===== config.mk =====
export PLATFORM = sky130hd
export DESIGN_NAME = hpk_unit
export DESIGN_NICKNAME = d
export VERILOG_FILES = /design/src/rtl/hpk_pkg.sv /design/src/rtl/hpk_decode.sv /design/src/rtl/hpk_cond.sv /design/src/rtl/hpk_pack_alu.sv /design/src/rtl/hpk_unit.sv
export SDC_FILE = /design/constraint.sdc
export NUM_CORES = 1
export LEC_CHECK = 0
export BUFFER_PORTS_ARGS = -buffer_cell sky130_fd_sc_hd__buf_2
export CAP_MARGIN = 20
export CORE_MARGIN = 10
export CORE_UTILIZATION = 58
export CTS_CLUSTER_DIAMETER = 30
export DETAILED_ROUTE_END_ITERATION = 6
export PLACE_DENSITY_LB_ADDON = 0.3
export SLEW_MARGIN = 10
export SYNTH_ARGS = -nofsm -noshare
export SYNTH_HDL_FRONTEND = slang
export SYNTH_SLANG_ARGS = --single-unit

===== constraint.sdc =====
create_clock -name clk -period 6.25 [get_ports clk]
set_input_delay 1.25 -clock clk [delete_from_list [all_inputs] [get_ports clk]]
set_output_delay 1.25 -clock clk [all_outputs]
set_load 0.01 [all_outputs]

===== src/rtl/hpk_pkg.sv =====
package hpk_pkg;
  localparam int unsigned WORD_W  = 32;
  localparam int unsigned HALF_W  = WORD_W / 2;
  localparam int unsigned IDX_W   = 4;
  localparam int unsigned SHAMT_W = 5;
  localparam int unsigned COND_W  = 4;
  localparam logic [7:0]  MAJOR_OP   = 8'h68;
  localparam logic [2:0]  SUB_LOKEEP = 3'b001;
  localparam logic [2:0]  SUB_HIKEEP = 3'b101;
  localparam logic [WORD_W-1:0] LO_MASK = {{HALF_W{1'b0}}, {HALF_W{1'b1}}};
  localparam logic [WORD_W-1:0] HI_MASK = {{HALF_W{1'b1}}, {HALF_W{1'b0}}};

  typedef enum logic [0:0] {
    PK_LOKEEP = 1'b0,
    PK_HIKEEP = 1'b1
  } pk_form_e;

  typedef struct packed {
    logic               hit;
    pk_form_e           form;
    logic [COND_W-1:0]  cond;
    logic [IDX_W-1:0]   dst;
    logic [IDX_W-1:0]   src_a;
    logic [IDX_W-1:0]   src_b;
    logic [SHAMT_W-1:0] shamt;
  } pk_dec_t;
endpackage


===== src/rtl/hpk_decode.sv =====
module hpk_decode
  import hpk_pkg::*;
(
  input  logic [WORD_W-1:0] word,
  output pk_dec_t           dec
);
  logic [7:0] major;
  logic [2:0] sub;
  logic       is_lo;
  logic       is_hi;

  assign major = word[27:20];
  assign sub   = word[6:4];
  assign is_lo = (sub == SUB_LOKEEP);
  assign is_hi = (sub == SUB_HIKEEP);

  always_comb begin
    dec.hit   = (major == MAJOR_OP) && (is_lo || is_hi);
    dec.form  = is_hi ? PK_HIKEEP : PK_LOKEEP;
    dec.cond  = word[31:28];
    dec.src_a = word[19:16];
    dec.dst   = word[15:12];
    dec.shamt = word[11:7];
    dec.src_b = word[3:0];
  end
endmodule


===== src/rtl/hpk_cond.sv =====
module hpk_cond
  import hpk_pkg::*;
(
  input  logic [COND_W-1:0] code,
  input  logic [3:0]        nzcv,
  output logic              pass
);
  logic n, z, c, v, ge;
  assign n  = nzcv[3];
  assign z  = nzcv[2];
  assign c  = nzcv[1];
  assign v  = nzcv[0];
  assign ge = (n == v);

  // Pairs of codes share a test; bit 0 inverts it (except 4'hE / 4'hF).
  logic base;
  always_comb begin
    unique case (code[3:1])
      3'd0:    base = z;
      3'd1:    base = c;
      3'd2:    base = n;
      3'd3:    base = v;
      3'd4:    base = c & ~z;
      3'd5:    base = ge;
      3'd6:    base = ~z & ge;
      default: base = 1'b1;
    endcase
  end

  always_comb begin
    if (code[3:1] == 3'd7) pass = ~code[0];
    else                   pass = base ^ code[0];
  end

  always_comb begin
    p_never_r11: assert (!((code == 4'hF) && pass));
  end
endmodule


===== src/rtl/hpk_pack_alu.sv =====
module hpk_pack_alu
  import hpk_pkg::*;
(
  input  pk_form_e           form,
  input  logic [SHAMT_W-1:0] shamt,
  input  logic [WORD_W-1:0]  op_a,
  input  logic [WORD_W-1:0]  op_b,
  output logic [WORD_W-1:0]  result
);
  localparam logic [SHAMT_W-1:0] MAX_SH = {SHAMT_W{1'b1}};

  logic [SHAMT_W-1:0] sh_right;
  logic [WORD_W-1:0]  shl;
  logic [WORD_W-1:0]  sra;
  logic [WORD_W-1:0]  res_lo_keep;
  logic [WORD_W-1:0]  res_hi_keep;

  // A zero shift field in the high-keep form encodes the widest shift.
  assign sh_right = (shamt == '0) ? MAX_SH : shamt;
  assign shl      = op_b << shamt;
  assign sra      = WORD_W'($signed(op_b) >>> sh_right);

  assign res_lo_keep = (op_a & LO_MASK) | (shl & HI_MASK);
  assign res_hi_keep = (sra & LO_MASK) | (op_a & HI_MASK);

  always_comb begin
    unique case (form)
      PK_HIKEEP: result = res_hi_keep;
      default:   result = res_lo_keep;
    endcase
  end
endmodule


===== src/rtl/hpk_unit.sv =====
module hpk_unit
  import hpk_pkg::*;
(
  input  logic              clk,
  input  logic              rst,
  input  logic              in_valid,
  input  logic [WORD_W-1:0] instr,
  input  logic [3:0]        flags,
  output logic [IDX_W-1:0]  rs_a_idx,
  output logic [IDX_W-1:0]  rs_b_idx,
  input  logic [WORD_W-1:0] rs_a_data,
  input  logic [WORD_W-1:0] rs_b_data,
  output logic              out_valid,
  output logic              wr_en,
  output logic [IDX_W-1:0]  wr_idx,
  output logic [WORD_W-1:0] wr_data,
  output logic              unhandled
);
  pk_dec_t           dec;
  logic              cond_ok;
  logic [WORD_W-1:0] pack_res;

  hpk_decode u_decode (
    .word (instr),
    .dec  (dec)
  );

  hpk_cond u_cond (
    .code (dec.cond),
    .nzcv (flags),
    .pass (cond_ok)
  );

  hpk_pack_alu u_alu (
    .form   (dec.form),
    .shamt  (dec.shamt),
    .op_a   (rs_a_data),
    .op_b   (rs_b_data),
    .result (pack_res)
  );

  assign rs_a_idx = dec.src_a;
  assign rs_b_idx = dec.src_b;

  always_ff @(posedge clk) begin
    if (rst) begin
      out_valid <= 1'b0;
      wr_en     <= 1'b0;
      unhandled <= 1'b0;
    end else begin
      out_valid <= in_valid;
      wr_en     <= in_valid & dec.hit & cond_ok;
      unhandled <= in_valid & ~dec.hit;
    end
  end

  always_ff @(posedge clk) begin
    if (in_valid) begin
      wr_idx  <= dec.dst;
      wr_data <= pack_res;
    end
  end

  p_wr_in_slot_r3: assert property (@(posedge clk) disable iff (rst)
    wr_en |-> out_valid);

  p_unhandled_no_wr_r2: assert property (@(posedge clk) disable iff (rst)
    unhandled |-> !wr_en);

  p_idle_quiet_r3: assert property (@(posedge clk) disable iff (rst)
    !in_valid |=> (!out_valid && !wr_en && !unhandled));

  p_always_writes_r11: assert property (@(posedge clk) disable iff (rst)
    (in_valid && dec.hit && instr[31:28] == 4'hE) |=> wr_en);

  p_never_writes_r11: assert property (@(posedge clk) disable iff (rst)
    (in_valid && instr[31:28] == 4'hF) |=> (!wr_en && out_valid));
endmodule


==> flow_metrics.py, run 1 <==
metrics = {
    "outcome": {
        "status": "finished clean",
    },
    "routing": {
        "dr_wl_met2_um": 8820,
        "routed-wl-met3_um": 3040,
        "drtAntennaViolNets": 0,
        "drc": 0,
        "top_layer_used": "met4",
        "met1_length_um": 8030,
        "firstDrtPassIters": 6,
        "wirelength_um": 20700,
        "post_drt_via_cell_ratio": 7.35,
        "dr_total_vias": 6040,
        "drt_iter0_drc": 766,
        "wl_per_cell_um": 25.2,
    },
    "layout": {
        "fill_cells": 727,
        "syn2layout_area_growth_pct": 12.3,
        "antenna_cells": 0,
        "stdcell_count": 822,
        "drive_above_1_share": 0.289,
        "nNetsFinal": 816,
    },
    "global_route": {
        "grt_pass1_vias": 5664,
        "grt.total_usage": 0.300,
        "grt_max_degree": 52,
        "antenna_found_initial": 0,
        "grt-ovfl-total": 0,
        "grt_pass1_wl_um": 31900,
    },
    "clock_network": {
        "numCtsBuffers": 5,
        "cts_max_level": 2,
        "cts_tree": "yes",
        "cts_hold_buf": 0,
        "clkTransAtPathRegs_ps": 80,
        "cts_root_buffer": "clkbuf_8",
        "clock_sinks": 39,
        "post-cts-setup-buffer-count": 0,
        "cts_buffer_depth": 2,
        "cts_resized": 0,
    },
    "synthesis": {
        "ys_ff_latch": 39,
        "syn_inst": 635,
        "synthFlopType": "edfxtp_1",
        "synthTopCellsByArea": "edfxtp_1, mux2i_1, mux4_2",
        "syn_area_um2": 5200,
        "yosys_warnings": 0,
        "synthesis.nets": 738,
        "yosys.area.top_type": "edfxtp_1",
        "ys_types": 72,
        "synth-edff-count": 36,
        "synth_top_area_share": 0.208,
        "async_reset_ff_frac": 0,
        "synth-seq-area-share": 0.220,
        "post_synth.cell_area_avg_um2": 8.19,
    },
    "floorplanning": {
        "num_io_pins": 150,
        "die-area_um2": 13100,
        "initial_utilization": 0.596,
        "die_h_um": 115,
        "core-area_um2": 8720,
        "die_w_um": 115,
        "rows": 34,
    },
    "power_and_ir_drop": {
        "p_per_area_nw_per_um2": 166,
        "irDropWorstVdd_v": 0.0000843,
        "p_leak_nw": 2.38,
    },
    "sta": {
        "period_needed_ps": 4080,
        "fin_crit_sh": 0.653,
        "timing.fmax_mhz": 245,
        "setup-violations-final": 0,
        "rsz0062_at_grt": "false",
        "fin_hold_ws_ps": 1120,
        "worst_slew_pin_slew_ps": 1090,
        "relSlewSlack": 0.274,
        "hold_viol_final": 0,
        "slew_violations": 0,
        "setup-tns-final_ps": 0,
    },
    "setup_path": {
        "cp_cell_sequence": "buf_2 -> buf_4 -> nor2_2 -> a21oi_1 -> o21ai_0 -> o32a_1",
        "start_kind": "input pin",
        "path_class": "in -> reg",
        "worstPathMaxFanout": 30,
        "critPathArrivalTime_ps": 4140,
        "crit_path_start": "instr[7]",
        "cp-endpoint": "wr_data[8]$_DFFE_PP_",
        "cpPeakStageDelay_ps": 890,
        "end_kind": "register",
        "cp.required_ps": 6300,
        "crit_slowest_cell": "a21oi_1",
    },
    "flow_run": {
        "max-cap-violations": 0,
    },
    "placed_design": {
        "placed_cells": 814,
        "gp_congestion": 1.02,
        "hpwl_um": 15300,
        "io_buffers": 133,
    },
    "min_path": {
        "min_path_type": "in -> reg",
    },
}
## registers in the layout, summed over array words and instances, names as in the netlist
| name | count |
|---|---|
| out_valid | 1 |
| unhandled | 1 |
| wr_en | 1 |
| wr_data | 32 |
| wr_idx | 4 |
## where the power goes
group | total, mW | internal, mW | leakage (nW) | switching [mW]
Sequential | 0.323 | 0.317 | 0.376 | 0.00589
Clock | 0.217 | 0.119 | 0.0581 | 0.0984
Combinational | 0.428 | 0.163 | 1.94 | 0.266
Total | 0.968 | 0.598 | 2.38 | 0.370
## stage by stage
step | total power [mW] | cell area, um^2 | utilization | setup WS (ps)
2_1_floorplan | 0.597 | 5200 | - | 2990
3_3_place_gp | 0.732 | 5720 | 0.656 | 2030
5_1_grt | 1.01 | 5840 | 0.669 | 1850
4_1_cts | 0.953 | 5840 | 0.669 | 2280
6_report | 0.968 | 5840 | 0.669 | 2170
3_5_place_dp | 0.741 | 5720 | 0.656 | 1960
## cell families after synthesis
group / count (synthesis) / synth area share
muxes: 84 / 0.208
DFF: 39 / 0.220
xor gates and xnor gates: 2 / 0.00337
and+or+nand+nor: 179 / 0.161
AOI/OAI and AO/OA: 247 / 0.333
buffers and inverters: 84 / 0.0751
## layout make-up
cell class / instances / area (um^2) / share of cell area
Inverter: 13 / 48.8 / 0.00836
Timing Repair Buffer: 142 / 733 / 0.126
Multi-Input combinational cell: 512 / 3670 / 0.628
Clock buffer: 5 / 68.8 / 0.0118
Sequential cell: 39 / 1140 / 0.195
Tap cell: 108 / 135 / 0.0232
Clock inverter: 3 / 43.8 / 0.00750
## worst min path at each step
stage	startpoint	to	slack (ps)	depth (start not counted)
global route	instr[14]	wr_idx[2]$_DFFE_PP_	1120	1
finish	instr[13]	wr_idx[1]$_DFFE_PP_	1120	1
detailed placement	instr[12]	wr_idx[0]$_DFFE_PP_	1430	1
global placement	rst	out_valid$_SDFF_PP0_	1430	2
floorplan	rst	out_valid$_SDFF_PP0_	1340	1
CTS	instr[12]	wr_idx[0]$_DFFE_PP_	1120	1
## cell usage in the layout, fill, tap and decap left out, types with 8 or more instances in the layout
master	n
a211oi_1	27
a21oi_1	34
a31oi_1	14
and3_1	8
buf_2	133
buf_4	9
edfxtp_1	36
inv_1	12
mux2_2	27
mux2i_1	40
mux4_2	16
nand2_1	60
nand3_1	9
nor2_1	54
nor3_1	13
o21ai_0	54
o22ai_1	13
o32ai_1	14
## worst max-delay path: cells and delay by family
family | cells | cell delay, ps
AND/OR/NAND/NOR | 1 | 170
AO/OA/AOI/OAI | 3 | 1750
buffers and inverters | 2 | 950
## per-layer routing
metal  up-vias  track usage
li1       2655            -
met1      2770        0.402
met2       540        0.449
met3        75       0.0849
met4         0        0.111
met5         -            0
## cell usage after synthesis (7+ instances only)
library cell / instances
a211o_1: 7
a211oi_1: 27
a21oi_1: 34
a31oi_1: 14
and3_1: 8
buf_1: 8
buf_2: 18
buf_4: 10
clkbuf_1: 33
edfxtp_1: 36
inv_1: 12
mux2_2: 27
mux2i_1: 40
mux4_2: 16
nand2_1: 60
nand3_1: 9
nor2_1: 54
nor3_1: 13
o21ai_0: 54
o221ai_1: 7
o22ai_1: 13
o32ai_1: 14
Power figures use the tool's default switching activity.
==> run 2: changes to the inputs <==
--- a/config.mk
+++ b/config.mk
@@ -5,10 +5,11 @@
 export SDC_FILE = /design/constraint.sdc
 export NUM_CORES = 1
 export LEC_CHECK = 0
+export ABC_AREA = 1
 export BUFFER_PORTS_ARGS = -buffer_cell sky130_fd_sc_hd__buf_2
 export CAP_MARGIN = 20
 export CORE_MARGIN = 10
-export CORE_UTILIZATION = 58
+export CORE_UTILIZATION = 48
 export CTS_CLUSTER_DIAMETER = 30
 export DETAILED_ROUTE_END_ITERATION = 6
 export PLACE_DENSITY_LB_ADDON = 0.3
==> constraint.sdc (replaced) <==
create_clock -name clk -period 3.4 [get_ports clk]
set_input_delay 0.68 -clock clk [delete_from_list [all_inputs] [get_ports clk]]
set_output_delay 0.68 -clock clk [all_outputs]
set_load 0.01 [all_outputs]
==> run 2 against run 1 <==
Effect of this change: area after synthesis decreased by 6.7%; via count decreased by 0.98%; critical endpoint is now wr_data[5]$_DFFE_PP_; largest cell class unchanged; utilization decreased by 10 points; critical path type unchanged; first-iteration DRC count decreased by 18%; worst hold slack got worse by 570 ps; sequential cell count unchanged; non-clock buffer count increased by 7; sequential share of layout area increased by 0.87 points; clock-buffer cell count increased by 1; cell count increased by 30%.
==> flow_metrics.py, run 2 <==
metrics = {
    "outcome": {
        "status": "finished clean",
    },
    "flow_run": {
        "max-cap-violations": 0,
    },
    "min_path": {
        "hold_end": "wr_idx[1]$_DFFE_PP_",
        "min-delay-start": "instr[13]",
        "min_path_type": "in -> reg",
        "min_path_cells": 1,
    },
    "power_and_ir_drop": {
        "pwr-share-comb": 0.414,
        "p_sw_mw": 0.647,
        "finalPower_mw": 1.71,
        "p_seq_frac": 0.345,
        "p_int_mw": 1.06,
        "clkPwrFrac": 0.241,
        "swShare": 0.378,
        "p_per_area_nw_per_um2": 306,
        "irDropWorstVdd_v": 0.000173,
        "p_leak_nw": 2.87,
    },
    "layout": {
        "final_common_cell": "nand2_1",
        "nNetsFinal": 1034,
        "fin_util": 0.569,
        "drive_above_1_share": 0.193,
        "largest_register_ffs": 32,
        "syn2layout_area_growth_pct": 15.2,
        "layout_common_cells": "nand2_1, nand3_1, buf_2",
        "largest-register": "wr_data",
        "reg_top3": "wr_data: 32 flops, wr_idx: 4 flops",
        "antenna_cells": 0,
        "stdcell_count": 1065,
        "fill_cells": 1073,
    },
    "synthesis": {
        "ys_ff_latch": 39,
        "synthFlopType": "edfxtp_1",
        "synthesis.nets": 940,
        "yosysMostFrequentCell": "nand2_1",
        "post_synth.cell_area_avg_um2": 5.80,
        "yosys-top-cells-count": "nand2_1, nand3_1, o21ai_0",
        "async_reset_ff_frac": 0,
        "synth-edff-count": 36,
        "synth-seq-area-share": 0.235,
        "syn_area_um2": 4850,
        "syn_inst": 837,
        "yosys_warnings": 0,
        "ys_types": 38,
        "yosys.area.top_type": "edfxtp_1",
        "synthTopCellsByArea": "edfxtp_1, nand2_1, nand3_1",
        "synth_top_area_share": 0.223,
    },
    "placed_design": {
        "gp_congestion": 1.03,
        "placed_cells": 1057,
        "io_buffers": 133,
        "hpwl_um": 13900,
    },
    "floorplanning": {
        "die_h_um": 121,
        "num_io_pins": 150,
        "die-area_um2": 14500,
        "rows": 36,
        "initial_utilization": 0.494,
        "core-area_um2": 9820,
        "die_w_um": 121,
    },
    "setup_path": {
        "end_kind": "register",
        "start_kind": "input pin",
        "worstPathMaxFanout": 32,
        "critPathArrivalTime_ps": 2690,
        "cp.required_ps": 3460,
        "path_class": "in -> reg",
    },
    "clock_network": {
        "cts_max_level": 2,
        "cts_hold_buf": 0,
        "clkTransAtPathRegs_ps": 90,
        "cts_tree": "yes",
        "cts_buffer_depth": 2,
        "cts_resized": 0,
        "numCtsBuffers": 5,
        "cts_root_buffer": "clkbuf_8",
        "post-cts-setup-buffer-count": 0,
        "clock_sinks": 39,
    },
    "routing": {
        "dr_total_vias": 5981,
        "wl_per_cell_um": 16.5,
        "drt_iter0_drc": 631,
        "post_drt_via_cell_ratio": 5.62,
        "drc": 0,
        "wirelength_um": 17600,
        "firstDrtPassIters": 5,
        "drtAntennaViolNets": 0,
    },
    "sta": {
        "slew_violations": 0,
        "setup-violations-final": 0,
        "fin_crit_sh": 0.775,
        "hold_viol_final": 0,
        "setup-tns-final_ps": 0,
        "relSlewSlack": 0.599,
        "worst_slew_pin_slew_ps": 596,
        "rsz0062_at_grt": "false",
        "timing.fmax_mhz": 379,
        "period_needed_ps": 2640,
    },
    "global_route": {
        "grt_max_degree": 34,
        "grt.total_usage": 0.231,
        "grt_pass1_wl_um": 27900,
        "grt-ovfl-total": 0,
        "grt_pass1_vias": 5380,
        "antenna_found_initial": 0,
    },
}
-- run 2: changes by cell type after synthesis, sizes merged, moves of 11 or more --
cell / change
nand2: +222
nand3: +199
inv: +39
mux2i: -32
mux2: -28
a211oi: -27
o21ai: +20
mux4: -16
clkbuf: -15
a21oi: -14
o32ai: -14
nor3: -11
-- run 2: critical path, cell delays in order --
cell and delay, ps:
buf_2 450, nor2_8 90, nand3_4 170, nand2_2 80, inv_2 450, nand3_1 190, nand2_1 110, nand2_1 50
nand3_1 130, nand2_1 70, nand2_1 60, nand2_1 50, nand2_1 50, nand2_1 70
-- run 2: how the worst max path moves through the flow --
stage	from	end	cells after the start	slack, ps
after global routing	instr[7]	wr_data[2]$_DFFE_PP_	12	560
after detailed placement	instr[10]	wr_data[14]$_DFFE_PP_	12	520
after global placement	instr[10]	wr_data[14]$_DFFE_PP_	12	550
final	instr[10]	wr_data[5]$_DFFE_PP_	14	760
after CTS	instr[10]	wr_data[14]$_DFFE_PP_	12	840
after floorplan	instr[10]	wr_data[4]$_DFFE_PP_	14	1210
-- run 2: logic make-up (layout without fill, tap and decap cells) --
kind of cell / Yosys count / count (layout) / share of synthesized area
flops: 39 / 39 / 0.235
mux: 8 / 8 / 0.0165
simple gates: 551 / 551 / 0.498
xor+xnor: 1 / 1 / 0.00181
buf+inv: 115 / 210 / 0.109
compound gates: 123 / 123 / 0.139
-- run 2: layer usage --
metal | up-vias | track usage | routed length, um
li1 | 2996 | - | -
met3 | 29 | 0.0493 | 1800
met1 | 2641 | 0.324 | 7920
met4 | 0 | 0.0656 | 359
met2 | 315 | 0.350 | 7500
met5 | - | 0 | 0
-- run 2: area by class of cell --
cell class	count	area (um^2)	area share
timing repair buffer	149	786	0.141
multi-input combinational	683	3180	0.569
inverter	53	199	0.0356
clock inverter	2	35.0	0.00627
tap	133	166	0.0298
clock buffer	6	82.6	0.0148
sequential	39	1140	0.204
-- run 2: power groups by stage --
stage / clock [mW] / sequential [mW] / combinational, mW
2_1_floorplan: 0 / 0.631 / 0.440
3_3_place_gp: 0 / 0.600 / 0.691
3_5_place_dp: 0 / 0.602 / 0.692
4_1_cts: 0.415 / 0.591 / 0.696
5_1_grt: 0.435 / 0.594 / 0.792
6_report: 0.413 / 0.591 / 0.708
-- run 2: through the flow --
step	hold slack (ps)	cell area (um^2)	setup slack, ps
after floorplan	757	4850	1210
after global placement	857	5470	546
after detailed placement	859	5470	523
after CTS	552	5590	836
after global routing	549	5590	564
final	553	5590	764
==> run 3: changes to the inputs <==
--- a/config.mk
+++ b/config.mk
@@ -9,7 +9,7 @@
 export BUFFER_PORTS_ARGS = -buffer_cell sky130_fd_sc_hd__buf_2
 export CAP_MARGIN = 20
 export CORE_MARGIN = 10
-export CORE_UTILIZATION = 48
+export CORE_UTILIZATION = 53
 export CTS_CLUSTER_DIAMETER = 30
 export DETAILED_ROUTE_END_ITERATION = 6
 export PLACE_DENSITY_LB_ADDON = 0.3
==> constraint.sdc (replaced) <==
create_clock -name clk -period 2.76 [get_ports clk]
set_input_delay 0.552 -clock clk [delete_from_list [all_inputs] [get_ports clk]]
set_output_delay 0.552 -clock clk [all_outputs]
set_load 0.01 [all_outputs]
==> run 3 against run 2 <==
Effect of this change: clock power is 16% higher; critical path depth decreased by 1; critical path type unchanged; first-iteration DRC count down 5.4%; setup slack worse by 190 ps; cell area rose by 1.1%; sequential power grew 23%; worst hold slack lost 130 ps.
==> flow_metrics.py, run 3 (synthesis results as in run 2) <==
metrics = {
    "layout": {
        "nNetsFinal": 1041,
        "postLayoutCellArea_um2": 5650,
        "largest-register": "wr_data",
        "syn2layout_area_growth_pct": 16.5,
        "antenna_cells": 0,
        "drive_above_1_share": 0.198,
        "fin_util": 0.642,
        "reg_top3": "wr_data: 32 flops, wr_idx: 4 flops",
        "layout_common_cells": "nand2_1, nand3_1, buf_2",
        "largest_register_ffs": 32,
        "final_common_cell": "nand2_1",
    },
    "power_and_ir_drop": {
        "p_leak_nw": 2.92,
        "swShare": 0.379,
        "p_int_mw": 1.30,
        "irDropWorstVdd_v": 0.000164,
        "clkPwrFrac": 0.230,
        "pwr-share-comb": 0.423,
        "p_sw_mw": 0.794,
        "p_per_area_nw_per_um2": 370,
        "p_seq_frac": 0.348,
    },
    "clock_network": {
        "numCtsBuffers": 5,
        "cts_hold_buf": 0,
        "post-cts-setup-buffer-count": 0,
        "clkTransAtPathRegs_ps": 80,
        "clock_sinks": 39,
        "cts_root_buffer": "clkbuf_8",
        "cts_buffer_depth": 2,
        "cts_max_level": 2,
        "cts_resized": 0,
        "cts_tree": "yes",
    },
    "setup_path": {
        "critPathArrivalTime_ps": 2240,
        "cpPeakStageDelay_ps": 310,
        "worstPathMaxFanout": 33,
        "critPathBufInv": 1,
        "critPathTopFamily": "simple AND/OR/NAND/NOR gates",
        "crit_slowest_cell": "nand2_4",
        "crit_path_start": "instr[7]",
        "path_common_cell": "nand2_1",
        "end_kind": "register",
        "path_class": "in -> reg",
        "cp.required_ps": 2820,
        "start_kind": "input pin",
        "cp_cell_sequence": "buf_2 -> nor2_1 -> nand3_4 -> nand2_4 -> nand2_1 -> nand2_1 -> nand2_1 -> nand2_1 -> nand2_1 -> o211ai_1 -> nand3_1 -> nand2_1 -> nand2_1",
    },
    "sta": {
        "rsz0062_at_grt": "false",
        "slew_violations": 0,
        "hold_viol_final": 0,
        "setup-violations-final": 0,
        "relSlewSlack": 0.443,
        "period_needed_ps": 2180,
        "fin_hold_ws_ps": 420,
        "fin_crit_sh": 0.791,
        "timing.fmax_mhz": 458,
        "setup-tns-final_ps": 0,
        "worst_slew_pin_slew_ps": 832,
    },
    "routing": {
        "met1_length_um": 7380,
        "firstDrtPassIters": 5,
        "drc": 0,
        "top_layer_used": "met4",
        "routed-wl-met3_um": 2010,
        "post_drt_via_cell_ratio": 5.76,
        "drt_iter0_drc": 597,
        "dr_total_vias": 6027,
        "dr_wl_met2_um": 7310,
        "wl_per_cell_um": 16.4,
        "drtAntennaViolNets": 0,
        "wirelength_um": 17100,
    },
    "floorplanning": {
        "initial_utilization": 0.551,
        "die_w_um": 116,
        "die-area_um2": 13400,
        "rows": 34,
        "die_h_um": 116,
        "core-area_um2": 8810,
        "num_io_pins": 150,
    },
    "min_path": {
        "min-delay-start": "instr[13]",
        "min_path_type": "in -> reg",
    },
    "global_route": {
        "grt.total_usage": 0.247,
        "grt_max_degree": 35,
        "grt_pass1_wl_um": 27300,
        "grt-ovfl-total": 0,
        "antenna_found_initial": 0,
        "grt_pass1_vias": 5461,
    },
    "placed_design": {
        "gp_congestion": 0.990,
        "place_area_um2": 5540,
        "io_buffers": 133,
        "hpwl_um": 13700,
    },
    "outcome": {
        "status": "finished clean",
    },
    "flow_run": {
        "max-cap-violations": 0,
    },
}
run 3: stage by stage:
step,instances,total power [mW],setup slack [ps]
2_1_floorplan,837,1.32,699
3_3_place_gp,1039,1.60,344
3_5_place_dp,1039,1.61,311
4_1_cts,1047,2.08,619
5_1_grt,1047,2.22,350
6_report,1047,2.09,577
run 3: per-layer routing:
metal / track usage / vias to the layer above
li1: - / 3012
met1: 0.332 / 2628
met2: 0.386 / 357
met3: 0.0512 / 30
met4: 0.0792 / 0
met5: 0 / -
run 3: power by group through the flow:
stage / logic, mW / registers, mW / clock network [mW]
after floorplan: 0.542 / 0.777 / 0
after global placement: 0.863 / 0.740 / 0
after detailed placement: 0.864 / 0.741 / 0
after CTS: 0.868 / 0.728 / 0.482
after global routing: 0.988 / 0.733 / 0.502
final: 0.885 / 0.728 / 0.481
run 3: final timing paths:
check	endpoint	slack, ps	depth (start not counted)
worst max-delay path	wr_data[7]$_DFFE_PP_	580	13
worst min-delay path	wr_idx[1]$_DFFE_PP_	420	1
run 3: final cells by class:
cell class                      instances  area (um^2)
Clock buffer                            5         68.8
Clock inverter                          3         38.8
Fill cell                             871         3160
Inverter                               53          199
Multi-Input combinational cell        683         3180
Sequential cell                        39         1140
Tap cell                              108          135
Timing Repair Buffer                  156          888
